File: src/rtl/hdlc_rx_status.sv
module hdlc_rx_status #(
  parameter int          MIN_BITS = 32,
  parameter logic [7:0]  FLAG     = 8'h7E,
  parameter logic [15:0] CRC_POLY = 16'h8408,
  parameter logic [15:0] CRC_INIT = 16'hFFFF,
  parameter logic [15:0] CRC_GOOD = 16'hF0B8
) (
  input  logic       clk,
  input  logic       rst_n,
  input  logic       rx_bit,
  input  logic       rx_en,
  input  logic       hunt_cmd,
  output logic       out_valid,
  output logic [7:0] out_data,
  output logic       out_eof,
  output logic       out_short,
  output logic       out_crc_err,
  output logic       out_resid,
  output logic [2:0] out_resid_bits
);
  localparam int NBW = $clog2(MIN_BITS + 1);

  logic [7:0]     win, keep, acc, pend;
  logic [2:0]     ones, cnt;
  logic           in_frame, closing, pend_v;
  logic [15:0]    crc;
  logic [NBW-1:0] nbits;

  wire [7:0]  win_n    = {rx_bit, win[7:1]};
  wire        flag_hit = rx_en && (win_n == FLAG);
  wire        abort_hit = rx_en && in_frame && (ones == 3'd6) && rx_bit;
  wire        stuffed  = (ones == 3'd5) && !rx_bit;
  wire        dbit     = win[0];
  wire        dbit_v   = rx_en && in_frame && keep[0];
  wire [15:0] crc_step = {1'b0, crc[15:1]} ^ ((crc[0] ^ dbit) ? CRC_POLY : 16'h0000);
  wire [7:0]  acc_n    = {dbit, acc[7:1]};
  wire [7:0]  tail     = acc >> (4'd8 - {1'b0, cnt});

  always_ff @(posedge clk or negedge rst_n) begin
    if (!rst_n) begin
      win <= '0; keep <= '0; ones <= '0;
      in_frame <= 1'b0; closing <= 1'b0;
      acc <= '0; cnt <= '0; pend <= '0; pend_v <= 1'b0;
      crc <= CRC_INIT; nbits <= '0;
      out_valid <= 1'b0; out_data <= '0; out_eof <= 1'b0; out_short <= 1'b0;
      out_crc_err <= 1'b0; out_resid <= 1'b0; out_resid_bits <= '0;
    end else begin
      out_valid <= 1'b0;
      if (rx_en) begin
        win  <= win_n;
        keep <= {!stuffed, keep[7:1]};
        ones <= rx_bit ? ((ones == 3'd7) ? ones : ones + 3'd1) : 3'd0;
      end
      if (hunt_cmd) begin
        in_frame <= 1'b0;
        closing  <= 1'b0;
        pend_v   <= 1'b0;
      end else if (closing) begin
        closing <= 1'b0;
        if (nbits != '0) begin
          out_valid      <= 1'b1;
          out_data       <= (cnt == 3'd0) ? pend : tail;
          out_eof        <= 1'b1;
          out_short      <= nbits < NBW'(MIN_BITS);
          out_crc_err    <= crc != CRC_GOOD;
          out_resid      <= cnt != 3'd0;
          out_resid_bits <= cnt;
        end
        crc <= CRC_INIT; cnt <= '0; nbits <= '0; acc <= '0; pend_v <= 1'b0;
      end else begin
        if (dbit_v) begin
          acc <= acc_n;
          cnt <= cnt + 3'd1;
          crc <= crc_step;
          if (nbits < NBW'(MIN_BITS)) nbits <= nbits + 1'b1;
          if (pend_v) begin
            out_valid      <= 1'b1;
            out_data       <= pend;
            out_eof        <= 1'b0;
            out_short      <= 1'b0;
            out_crc_err    <= 1'b0;
            out_resid      <= 1'b0;
            out_resid_bits <= '0;
          end
          pend_v <= (cnt == 3'd7);
          if (cnt == 3'd7) pend <= acc_n;
        end
        if (abort_hit) begin
          in_frame <= 1'b0;
          pend_v   <= 1'b0;
        end else if (flag_hit) begin
          keep <= '0;
          if (in_frame) closing <= 1'b1;
          else begin
            in_frame <= 1'b1;
            crc <= CRC_INIT; cnt <= '0; nbits <= '0; acc <= '0; pend_v <= 1'b0;
          end
        end
      end
    end
  end
endmodule

File: config.mk
export PLATFORM = sky130hd
export DESIGN_NAME = hdlc_rx_status
export DESIGN_NICKNAME = d
export VERILOG_FILES = /design/src/rtl/hdlc_rx_status.sv
export SDC_FILE = /design/constraint.sdc
export NUM_CORES = 1
export LEC_CHECK = 0
export ABC_AREA = 1
export BUFFER_PORTS_ARGS = -buffer_cell sky130_fd_sc_hd__buf_2
export CAP_MARGIN = 40
export CORE_MARGIN = 5
export CORE_UTILIZATION = 55
export CTS_CLUSTER_SIZE = 24
export DETAILED_ROUTE_END_ITERATION = 7
export PLACE_DENSITY_LB_ADDON = 0.2
export SLEW_MARGIN = 25
export SYNTH_ARGS = -nofsm -noshare
export SYNTH_HDL_FRONTEND = slang
export SYNTH_SLANG_ARGS = --single-unit
File: constraint.sdc
create_clock -name clk -period 2.05 [get_ports clk]
set_clock_uncertainty 0.1 [all_clocks]
set_input_delay 0.1025 -clock clk [delete_from_list [all_inputs] [get_ports clk]]
set_output_delay 0.1025 -clock clk [all_outputs]
set_load 0.01 [all_outputs]
Word level (Yosys, flattened, before mapping). Cells that the tools add are included. Widths: inputs -> output; s select.

Register bits after elaboration: 79. Input bits: 5. Output and inout port bits: 16. Logic and storage cells: 123.

Add/subtract/negate cells: 4. Order comparisons: 1. Equality and inequality tests: 9. Shift-type cells: 1. Multiplexer cells: 68. Bitwise operators: 4. Reductions and logical operators: 18.

Operator list (number): $mux 8 (15); $mux 16 (6); $mux 6 (6); $mux 3 (11); $mux 1 (30); $ne 16x16->1 const B (1); $xor 15x16->16 (1); $eq 3x3->1 const B (4); $eq 8x7->1 const B (1); $reduce_and 4->1 (2); $shr 8x4->8 (1); $add 3x1->3 const B (2); $add 6x1->6 const B (1); $logic_and 1x1->1 (6); $lt 6x6->1 const B (1); $reduce_bool 3->1 (2); $reduce_bool 6->1 (1); $ne 2x2->1 const B (2); $reduce_and 2->1 (2); $reduce_bool 2->1 (2); $sub 4x3->4 const A (1); $logic_not 3->1 (1); $logic_not 1->1 (2); $ne 2x1->1 const B (1); other kinds (2) (3).

Longest topological paths before layout. Gate-level depths: netlist of run 1.

Word-level depth: 8. Depth in mapped cells: 12. Gate-level depth less buffers: 10.

Worst setup path before layout of run 1. OpenSTA, ideal clock, no wires.

Kind: register -> register. Start: reg cnt[0]. End: reg out_data[0]. Arrival time: 1.770 ns. Slack: 0.063 ns. Stages on the path, launching flop included: 13. Path buffers: 3. Cell sequence: dfrtp_1 > buf_2 > inv_1 > buf_2 > ha_1 > clkbuf_1 > inv_1 > nand3_1 > nand2_1 > nand2_1 > nand2_1 > nor2_1 > nor2_1.

Word-level cells in the longest chain between the ends: 5.

RTL lines: start, declared (line 24) `logic [2:0] ones, cnt;`; start signal, assigned (line 73) `cnt <= cnt + 3'd1;`; $sub 4x3->4 (line 37) `wire [7:0] tail = acc >> (4'd8 - {1'b0, cnt});`; $shr 8x4->8 (line 37); $mux 8 * (line 62) `out_data <= (cnt == 3'd0) ? pend : tail;`; $mux 8 * (line 60) `if (nbits != '0) begin`; $mux 8 * (line 58) `end else if (closing) begin`; end signal, assigned (line 62); end signal, assigned (line 78) `out_data <= pend;`; end, declared (line 14) `output logic [7:0] out_data,`.

Every way passes the cells marked *; elsewhere a longest branch is shown, timed or not. The select of a mux whose other input is x is not followed. A chain may end at the register's enable or synchronous reset.

Worst setup path in the final report of run 1.
Start: in rx_en. End: reg crc[7].

Word-level cells in the longest chain between the ends: 7.

RTL lines: start, declared (line 11) `input logic rx_en,`; $logic_and 1x1->1 (line 31, 34); $logic_and 1x1->1 (line 34) `wire dbit_v = rx_en && in_frame && keep[0];`; $mux 16 (line 71) `if (dbit_v) begin`; $mux 16 (line 93) `if (in_frame) closing <= 1'b1;`; $mux 16 (line 91) `end else if (flag_hit) begin`; $mux 16 * (line 88) `if (abort_hit) begin`; $mux 16 * (line 58); end signal, assigned (line 74) `crc <= crc_step;`; end, declared (line 26) `logic [15:0] crc;`.

Every way passes the cells marked *; elsewhere a longest branch is shown, timed or not.

==> results.yml, run 1 <==
power_and_ir_drop:
  internal_power_mw: 2.46
  power.share.clock_pct: 29.3
  power_frac_comb_pct: 18.9
  seqPwrFrac_pct: 51.8
  p_sw_mw: 1.11
  switching_share_pct: 31.2
  ir_worst_vdd_uv: 438
  leakagePower_nw: 2.33
  cellPowerDensity_nw_per_um2: 788
  finalPower_mw: 3.57
cts:
  insertion_delay_ps: 360
  ctsResizeCount: 0
  ctsHtreeMaxLevel: 3
  cts_tree: "yes"
  cts_buffer_depth: 2
  path_clk_slew_ps: 80
  cts_root_buffer: "clkbuf_8"
  cts_inserted_buffers: 9
  post_cts_buffers: 0
  hold_buffers: 3
  clock-sinks: 79
drt:
  ant_nets: 0
  drt-pass1-iter-count: 5
  wl_per_cell_um: 13.3
  via_per_inst: 5.25
  remaining_drc_errors: 0
  vias: 3373
  wirelength_um: 8570
  drtIter0Drc: 205
setup_path:
  cp_num_buf_inv: 3
  setup.worst_path.end_class: "register"
  cp_max_fo: 44
  path_class: "primary input to register"
  slowest_stage: "dlygate4sd3_1"
  cp-start-kind: "primary input"
  crit_path_max_incr_delay_ps: 530
  cp.arrival_ps: 1950
  cp_cell_sequence: "dlygate4sd3_1 -> buf_2 -> nand3_1 -> buf_12 -> o21ai_0 -> a21oi_1 -> a22oi_1"
  required_ps: 2220
  crit_family: "buffers and inverters"
yosys:
  syn_inst: 516
  synth.area.top_cells: "dfrtp_1, nand2_1, dfstp_2"
  netlist_top_cells_count: "nand2_1, dfrtp_1, inv_1"
  synth_nets: 531
  synthFlopType: "dfrtp_1"
  yosysUniqueCellTypes: 33
  synth_most_common_cell: "nand2_1"
  yosysWarnings: 0
  avgSynthCellArea_um2: 7.97
  synth_seq_area_share_pct: 48.6
  synth_area_um2: 4110
  yosysTopAreaCell: "dfrtp_1"
  synth_edf_count: 0
  synth_top_area_share_pct: 38.3
  ys_async_sr_fraction_pct: 100
  ys_ff_latch: 79
place:
  dp_cells: 624
  dpl.hpwl_um: 6030
  place.gp.congestion: 0.868
  place_ws_ps: 299
  port_buffers: 20
run_status:
  status: "complete, no violations"
die:
  ioPinCount: 21
  die_area_um2: 9300
  fp-row-count: 31
  coreArea_um2: 7250
  chipWidth_um: 96.5
  start_util_pct: 56.7
  floorplan.die.height_um: 96.5
sta:
  max_slew_margin_pct: 68.8
  maxSlewViolCount: 0
  setup_tns_ps: 0
  fin_crit_ps: 1780
  fin_crit_sh_pct: 86.8
  worst_slack_ps: 270
  fmax_ghz: 0.562
  tightest_slew_ps: 468
  finalHoldViolCount: 0
  holdWs_ps: 86.3
  finalSetupViolCount: 0
  rsz0062_at_grt: "false"
cells_and_area:
  nFillCells: 674
  synthToLayoutAreaGrowth_pct: 10.2
  seqCellArea_um2: 2000
  final_nets: 554
  instances_no_fill: 643
  multi_input_area_um2: 1780
  diodes: 0
  drive_gt1_share_pct: 13.8
flow_run:
  drv_cap: 0
global_route:
  grt_pass1_wl_um: 14900
  grt_usage_pct: 20.8
  grt_antenna_before_repair: 0
  grt_max_degree: 45
  grt_pass1_vias: 3308
  grt-ovfl-total: 0
worst_hold_path:
  hp-class: "primary input to register"
-- layout make-up --
type	instances	area share, %
clock inverter	3	0.442
multi-input combinational	355	39.3
inverter	62	5.19
clock buffer	13	3.29
timing repair buffer	32	4.97
tap	99	2.73
sequential	79	44.1
-- flip-flops by register name (all words and copies together) (netlist names) --
name	count
out_resid_bits	3
out_resid	1
out_short	1
pend	8
win	8
out_eof	1
pend_v	1
in_frame	1
nbits	6
cnt	3
ones	3
out_data	8
out_crc_err	1
keep	8
crc	16
out_valid	1
acc	8
closing	1
-- stage by stage --
stage / cell area, um2 / util, %
after floorplan: 4110 / -
after detailed placement: 4330 / 59.7
after CTS: 4530 / 62.4
after global placement: 4330 / 59.7
after global routing: 4530 / 62.4
final: 4530 / 62.4
-- metal layers --
layer | vias up | track usage (%) | routed length, um
met1 | 1586 | 26.5 | 4000
met2 | 55 | 34.3 | 4130
met3 | 13 | 5.11 | 310
met5 | - | 0 | 0
met4 | 0 | 7.59 | 133
li1 | 1719 | - | -
-- layout by cell type (no fill, tap or decap), drive strengths merged, types with 3 or more instances in the layout --
master	n
nand2	152
dfrtp	63
inv	62
o21ai	46
nor2	44
nand3	32
buf	29
a21oi	26
dfstp	16
o22ai	13
clkbuf	13
a22oi	11
ha	10
nand4	10
xor2	3
dlygate4sd3	3
-- tightest hold or removal path, stage by stage --
cell     delay, ps
buf_2          240
nand2_1        120
nand2_1         40
-- worst paths after layout --
path | from | endpoint | slack, ps | cells past startpoint
worst min register to register | out_eof | out_eof | 380 | 2
min in group asynchronous | rst_n | nbits[0] | 100 | 2
max in group asynchronous | rst_n | crc[4] | 1160 | 3
worst max-delay path | rx_en | crc[7] | 270 | 7
worst min-delay path | hunt_cmd | nbits[5] | 90 | 3
worst max register to register | cnt[1] | out_data[7] | 300 | 7
-- kinds of logic after synthesis --
kind of cell,after synthesis,synth area share (%)
AO/OA/AOI/OAI,101,13.7
XOR/XNOR,4,0.852
adder cells (fa/ha/maj),10,3.04
buffers and inverters,82,8.16
flip-flops,79,48.6
AND/OR/NAND/NOR,240,25.7
-- power groups by stage --
stage                     clock (mW)  sequential [mW]  combinational (mW)
after floorplan                    0             1.85               0.511
after global placement             0             1.87               0.647
after detailed placement           0             1.88               0.669
after CTS                       1.07             1.85               0.676
after global routing            1.15             1.87               0.783
final                           1.05             1.85               0.675
Note: power is estimated with default switching activity, not from simulation.
==> inputs of run 2 (changes only) <==
--- a/config.mk
+++ b/config.mk
@@ -12,7 +12,7 @@
 export CORE_UTILIZATION = 55
 export CTS_CLUSTER_SIZE = 24
 export DETAILED_ROUTE_END_ITERATION = 7
-export PLACE_DENSITY_LB_ADDON = 0.2
+export PLACE_DENSITY = 0.75
 export SLEW_MARGIN = 25
 export SYNTH_ARGS = -nofsm -noshare
 export SYNTH_HDL_FRONTEND = slang
==> run 2 against run 1 <==
Effect of this change:
- clock power is 13% higher
- largest power group unchanged
- utilization is 0.29 points higher
- sequential power hardly changed
- sequential share of layout area is 0.21 points lower
- clock-buffer cell count is 3 lower
- final area is 0.47% higher
==> results.yml, run 2 (synthesis results as in run 1) <==
die:
  chipWidth_um: 96.5
  fp-row-count: 31
  ioPinCount: 21
  start_util_pct: 56.7
  coreArea_um2: 7250
  die_area_um2: 9300
  floorplan.die.height_um: 96.5
sta:
  setup_tns_ps: 0
  maxSlewViolCount: 0
  fin_crit_ps: 1770
  fin_crit_sh_pct: 86.4
  rsz0062_at_grt: "false"
  fmax_ghz: 0.565
  finalHoldViolCount: 0
  worst_slack_ps: 279
  finalSetupViolCount: 0
  max_slew_margin_pct: 68.6
  tightest_slew_ps: 471
cells_and_area:
  diodes: 0
  drive_gt1_share_pct: 14.2
  final_nets: 552
  layout_common_cells: "nand2_1, dfrtp_1, inv_1"
  largest_reg_flops: 16
  synthToLayoutAreaGrowth_pct: 10.7
  regMostFlops: "crc"
  layout_commonest_cell: "nand2_1"
setup_path:
  rr_worst_depth: 10
  crit_family: "simple AND/OR/NAND/NOR gates"
  crit_path_max_incr_delay_ps: 360
  required_ps: 2240
  cp_num_buf_inv: 1
  path_depth: 10
  setup.worst_path.end_class: "register"
  cp_cell_sequence: "inv_1 -> ha_1 -> ha_1 -> nor2_2 -> nand2_1 -> nor2_1 -> nand2_1 -> nand2_1 -> nor2_1 -> nor2_1"
  crit-reg2reg-launch: "cnt[1]"
  cp.arrival_ps: 1960
  r2r-end: "out_data[3]"
  crit_path_end: "out_data[3]"
  reg2reg_slack_ps: 280
  path_class: "register to register"
  cp_max_fo: 5
  cp-start-kind: "register"
  cp-startpoint: "cnt[1]"
  slowest_stage: "dfrtp_1"
drt:
  via_per_inst: 5.34
  remaining_drc_errors: 0
  drtIter0Drc: 143
  vias: 3420
  drt-pass1-iter-count: 5
  wirelength_um: 8380
  ant_nets: 0
  wl_per_cell_um: 13.1
place:
  place_ws_ps: 321
  place.gp.congestion: 0.881
  dpl.hpwl_um: 5890
  port_buffers: 20
cts:
  cts_buffer_depth: 2
  path_clk_slew_ps: 90
  insertion_delay_ps: 350
  cts_tree: "yes"
  ctsResizeCount: 0
  cts_root_buffer: "clkbuf_8"
  ctsHtreeMaxLevel: 3
  cts_inserted_buffers: 9
  post_cts_buffers: 0
  clock-sinks: 79
global_route:
  grt-ovfl-total: 0
  grt_pass1_vias: 3198
  grt_max_degree: 58
  grt_usage_pct: 20.2
  grt_pass1_wl_um: 14700
  grt_antenna_before_repair: 0
power_and_ir_drop:
  ir_worst_vdd_uv: 417
  cellPowerDensity_nw_per_um2: 816
  finalPower_mw: 3.71
  leakagePower_nw: 2.35
flow_run:
  drv_cap: 0
worst_hold_path:
  hp-class: "primary input to register"
run_status:
  status: "complete, no violations"
## run 2: changes by cell type in the layout (fill, tap and decap cells not counted)
cell | previous run | this run
dlygate4sd3_1 | 3 | 2
clkinvlp_4 | 2 | 0
clkinv_4 | 0 | 4
buf_4 | 8 | 7
clkbuf_1 | 3 | 0
bufinv_16 | 0 | 1
## run 2: power by group
part / total, mW / switching (mW) / internal (mW)
logic: 0.668 / 0.436 / 0.232
registers: 1.85 / 0.104 / 1.75
clock network: 1.19 / 0.592 / 0.602
## run 2: per-layer routing
layer,vias to the layer above,global-route usage [%],routed length (um)
li1,1729,-,-
met1,1589,27.7,4040
met2,88,32.2,3820
met3,14,4.73,424
met4,0,5.49,96
met5,-,0,0
## run 2: final cells by class
class	instances	area (um2)
inverter	62	235
tap	99	124
multi-input combinational	355	1780
clock buffer	10	138
sequential	79	2000
fill	635	2700
timing repair buffer	30	208
clock inverter	6	70.1
## run 2: metrics by stage
| stage | instance area [um2] | util [%] | std cells | hold WS [ps] |
|---|---|---|---|---|
| global route | 4550 | 62.7 | 641 | 47.3 |
| global placement | 4320 | 59.6 | 623 | -78.0 |
| finish | 4550 | 62.7 | 641 | 38.0 |
| detailed placement | 4320 | 59.6 | 623 | -68.5 |
| CTS | 4550 | 62.7 | 641 | 22.8 |
| floorplan | 4110 | - | 516 | -293 |
## run 2: timing repair
item	in CTS	in global routing
hold buffers	2	0
hold endpoints to repair	74	0
setup endpoints to repair	0	0
## run 2: worst min-delay path, cell delays in order
cell and delay, ps:
buf_2 210, nand2_1 100, nand2_1 40
## run 2: worst min-delay path by stage
stage / start / end / slack (ps) / cells after the start
5_1_grt: rx_en / win[2] / 50 / 3
2_1_floorplan: rst_n / acc[0] / -290 / 0
6_report: rx_en / win[5] / 40 / 3
3_3_place_gp: rst_n / win[0] / -80 / 1
4_1_cts: rx_en / win[5] / 20 / 3
3_5_place_dp: rst_n / win[0] / -70 / 1
==> inputs of run 3 (changes only) <==
--- a/config.mk
+++ b/config.mk
@@ -9,10 +9,10 @@
 export BUFFER_PORTS_ARGS = -buffer_cell sky130_fd_sc_hd__buf_2
 export CAP_MARGIN = 40
 export CORE_MARGIN = 5
-export CORE_UTILIZATION = 55
+export CORE_UTILIZATION = 59
 export CTS_CLUSTER_SIZE = 24
 export DETAILED_ROUTE_END_ITERATION = 7
-export PLACE_DENSITY = 0.75
+export PLACE_DENSITY = 0.76
 export SLEW_MARGIN = 25
 export SYNTH_ARGS = -nofsm -noshare
 export SYNTH_HDL_FRONTEND = slang
==> constraint.sdc (replaced) <==
create_clock -name clk -period 1.95 [get_ports clk]
set_clock_uncertainty 0.1 [all_clocks]
set_input_delay 0.0975 -clock clk [delete_from_list [all_inputs] [get_ports clk]]
set_output_delay 0.0975 -clock clk [all_outputs]
set_load 0.01 [all_outputs]
==> run 3 against run 2 <==
Effect of this change:
- final cell count fell by 0.31%
- wire length up 2.5%
- sequential power up 5%
- global-route usage up 1.4 points
- total power increased by 9.6%
- largest cell class unchanged
- sequential cell count stayed put
- final area increased by 0.82%
==> results.yml, run 3 (synthesis results as in run 1) <==
drt:
  remaining_drc_errors: 0
  wirelength_um: 8590
  drtIter0Drc: 201
  drt-pass1-iter-count: 5
  wl_per_cell_um: 13.4
  vias: 3408
  via_per_inst: 5.33
  ant_nets: 0
setup_path:
  cp_num_buf_inv: 1
  cp-start-kind: "register"
  path_class: "register to register"
  cp-startpoint: "cnt[1]"
  cp_cell_sequence: "inv_1 -> ha_1 -> ha_1 -> nor2_4 -> nand2_1 -> nor2_2 -> nand2_1 -> nand2_1 -> nor2_1 -> nor2_1"
  crit_path_max_incr_delay_ps: 360
  crit_family: "simple AND/OR/NAND/NOR gates"
  reg2reg_slack_ps: 180
  cp_max_fo: 5
  required_ps: 2140
  setup.worst_path.end_class: "register"
  rr_worst_depth: 10
  crit-reg2reg-launch: "cnt[1]"
  crit_top_cell: "nand2_1"
  r2r-end: "out_data[3]"
  cp.arrival_ps: 1950
  slowest_stage: "dfrtp_1"
cts:
  clock-sinks: 79
  cts_tree: "yes"
  cts_root_buffer: "clkbuf_8"
  insertion_delay_ps: 350
  cts_buffer_depth: 2
  ctsHtreeMaxLevel: 3
  path_clk_slew_ps: 80
  cts_inserted_buffers: 9
place:
  place.gp.congestion: 0.927
  place_area_um2: 4320
  dpl.hpwl_um: 5880
  dp_cells: 620
  port_buffers: 20
die:
  ioPinCount: 21
  coreArea_um2: 6790
  chipWidth_um: 93.5
  die_area_um2: 8740
  floorplan.die.height_um: 93.5
  start_util_pct: 60.5
  fp-row-count: 30
sta:
  maxSlewViolCount: 0
  setup_tns_ps: 0
  finalSetupViolCount: 0
  rsz0062_at_grt: "false"
  holdWs_ps: 52.5
  fin_crit_ps: 1770
  tightest_slew_ps: 448
  fmax_ghz: 0.565
  fin_crit_sh_pct: 90.8
  finalHoldViolCount: 0
  max_slew_margin_pct: 70.1
global_route:
  grt_antenna_before_repair: 0
  grt-ovfl-total: 0
  grt_usage_pct: 21.6
  grt_pass1_wl_um: 15000
  grt_pass1_vias: 3323
  grt_max_degree: 52
run_status:
  status: "complete, no violations"
cells_and_area:
  layout_common_cells: "nand2_1, dfrtp_1, inv_1"
  post-route-cell-area_um2: 4590
  instances_no_fill: 639
  final_nets: 553
  layout_commonest_cell: "nand2_1"
  largest_reg_flops: 16
  nFillCells: 574
  drive_gt1_share_pct: 14.5
  diodes: 0
  synthToLayoutAreaGrowth_pct: 11.6
  regMostFlops: "crc"
power_and_ir_drop:
  cellPowerDensity_nw_per_um2: 887
  leakagePower_nw: 2.36
  finalPower_mw: 4.07
  ir_worst_vdd_uv: 561
worst_hold_path:
  hp-class: "primary input to register"
  min_from: "rx_en"
  hold_path_depth: 3
  holdPathEnd: "win[5]"
flow_run:
  drv_cap: 0
-- run 3: worst max-delay path by stage --
stage / end / cells past startpoint
after floorplan: out_data[0] / 11
after detailed placement: out_data[3] / 10
after global routing: out_data[0] / 9
after CTS: out_data[3] / 10
after global placement: out_data[1] / 9
final: out_data[3] / 10
-- run 3: layout make-up --
class / count / area (um2) / share of cell area, %
Timing Repair Buffer: 31 / 218 / 4.75
Multi-Input combinational cell: 355 / 1790 / 38.9
Inverter: 62 / 235 / 5.13
Clock buffer: 11 / 151 / 3.30
Tap cell: 96 / 120 / 2.62
Sequential cell: 79 / 2000 / 43.5
Clock inverter: 5 / 80.1 / 1.75
-- run 3: per-layer routing --
| metal | track usage, % | vias to the layer above | part of all wire (%) |
|---|---|---|---|
| met5 | 0 | - | 0 |
| met4 | 7.81 | 0 | 0.91 |
| met3 | 4.42 | 6 | 4.6 |
| met2 | 35.6 | 85 | 48 |
| met1 | 28.1 | 1605 | 46 |
| li1 | - | 1712 | - |
-- run 3: timing repair --
item | in CTS | in global routing
hold endpoints to repair | 86 | 0
hold buffers | 3 | 0
setup buffers | 0 | 0
endpoints found under the setup margin | 0 | 4
gates resized for setup | 0 | 3
-- run 3: worst reg2reg max path: stages (launching register included) --
cell	delay [ps]
dfrtp_1	360
inv_1	90
ha_1	200
ha_1	220
nor2_4	170
nand2_1	100
nor2_2	150
nand2_1	100
nand2_1	100
nor2_1	40
nor2_1	70
-- run 3: through the flow --
step | util (%) | worst slack [ps]
5_1_grt | 67.5 | 34.8
4_1_cts | 67.4 | 161
3_5_place_dp | 63.6 | 179
6_report | 67.5 | 180
3_3_place_gp | 63.6 | 268
2_1_floorplan | - | 31.6
-- run 3: power by group --
| group | internal, mW | switching, mW | leakage, nW |
|---|---|---|---|
| Clock | 0.789 | 0.606 | 0.112 |
| Sequential | 1.84 | 0.108 | 1.01 |
| Combinational | 0.249 | 0.479 | 1.24 |
| Total | 2.88 | 1.19 | 2.36 |
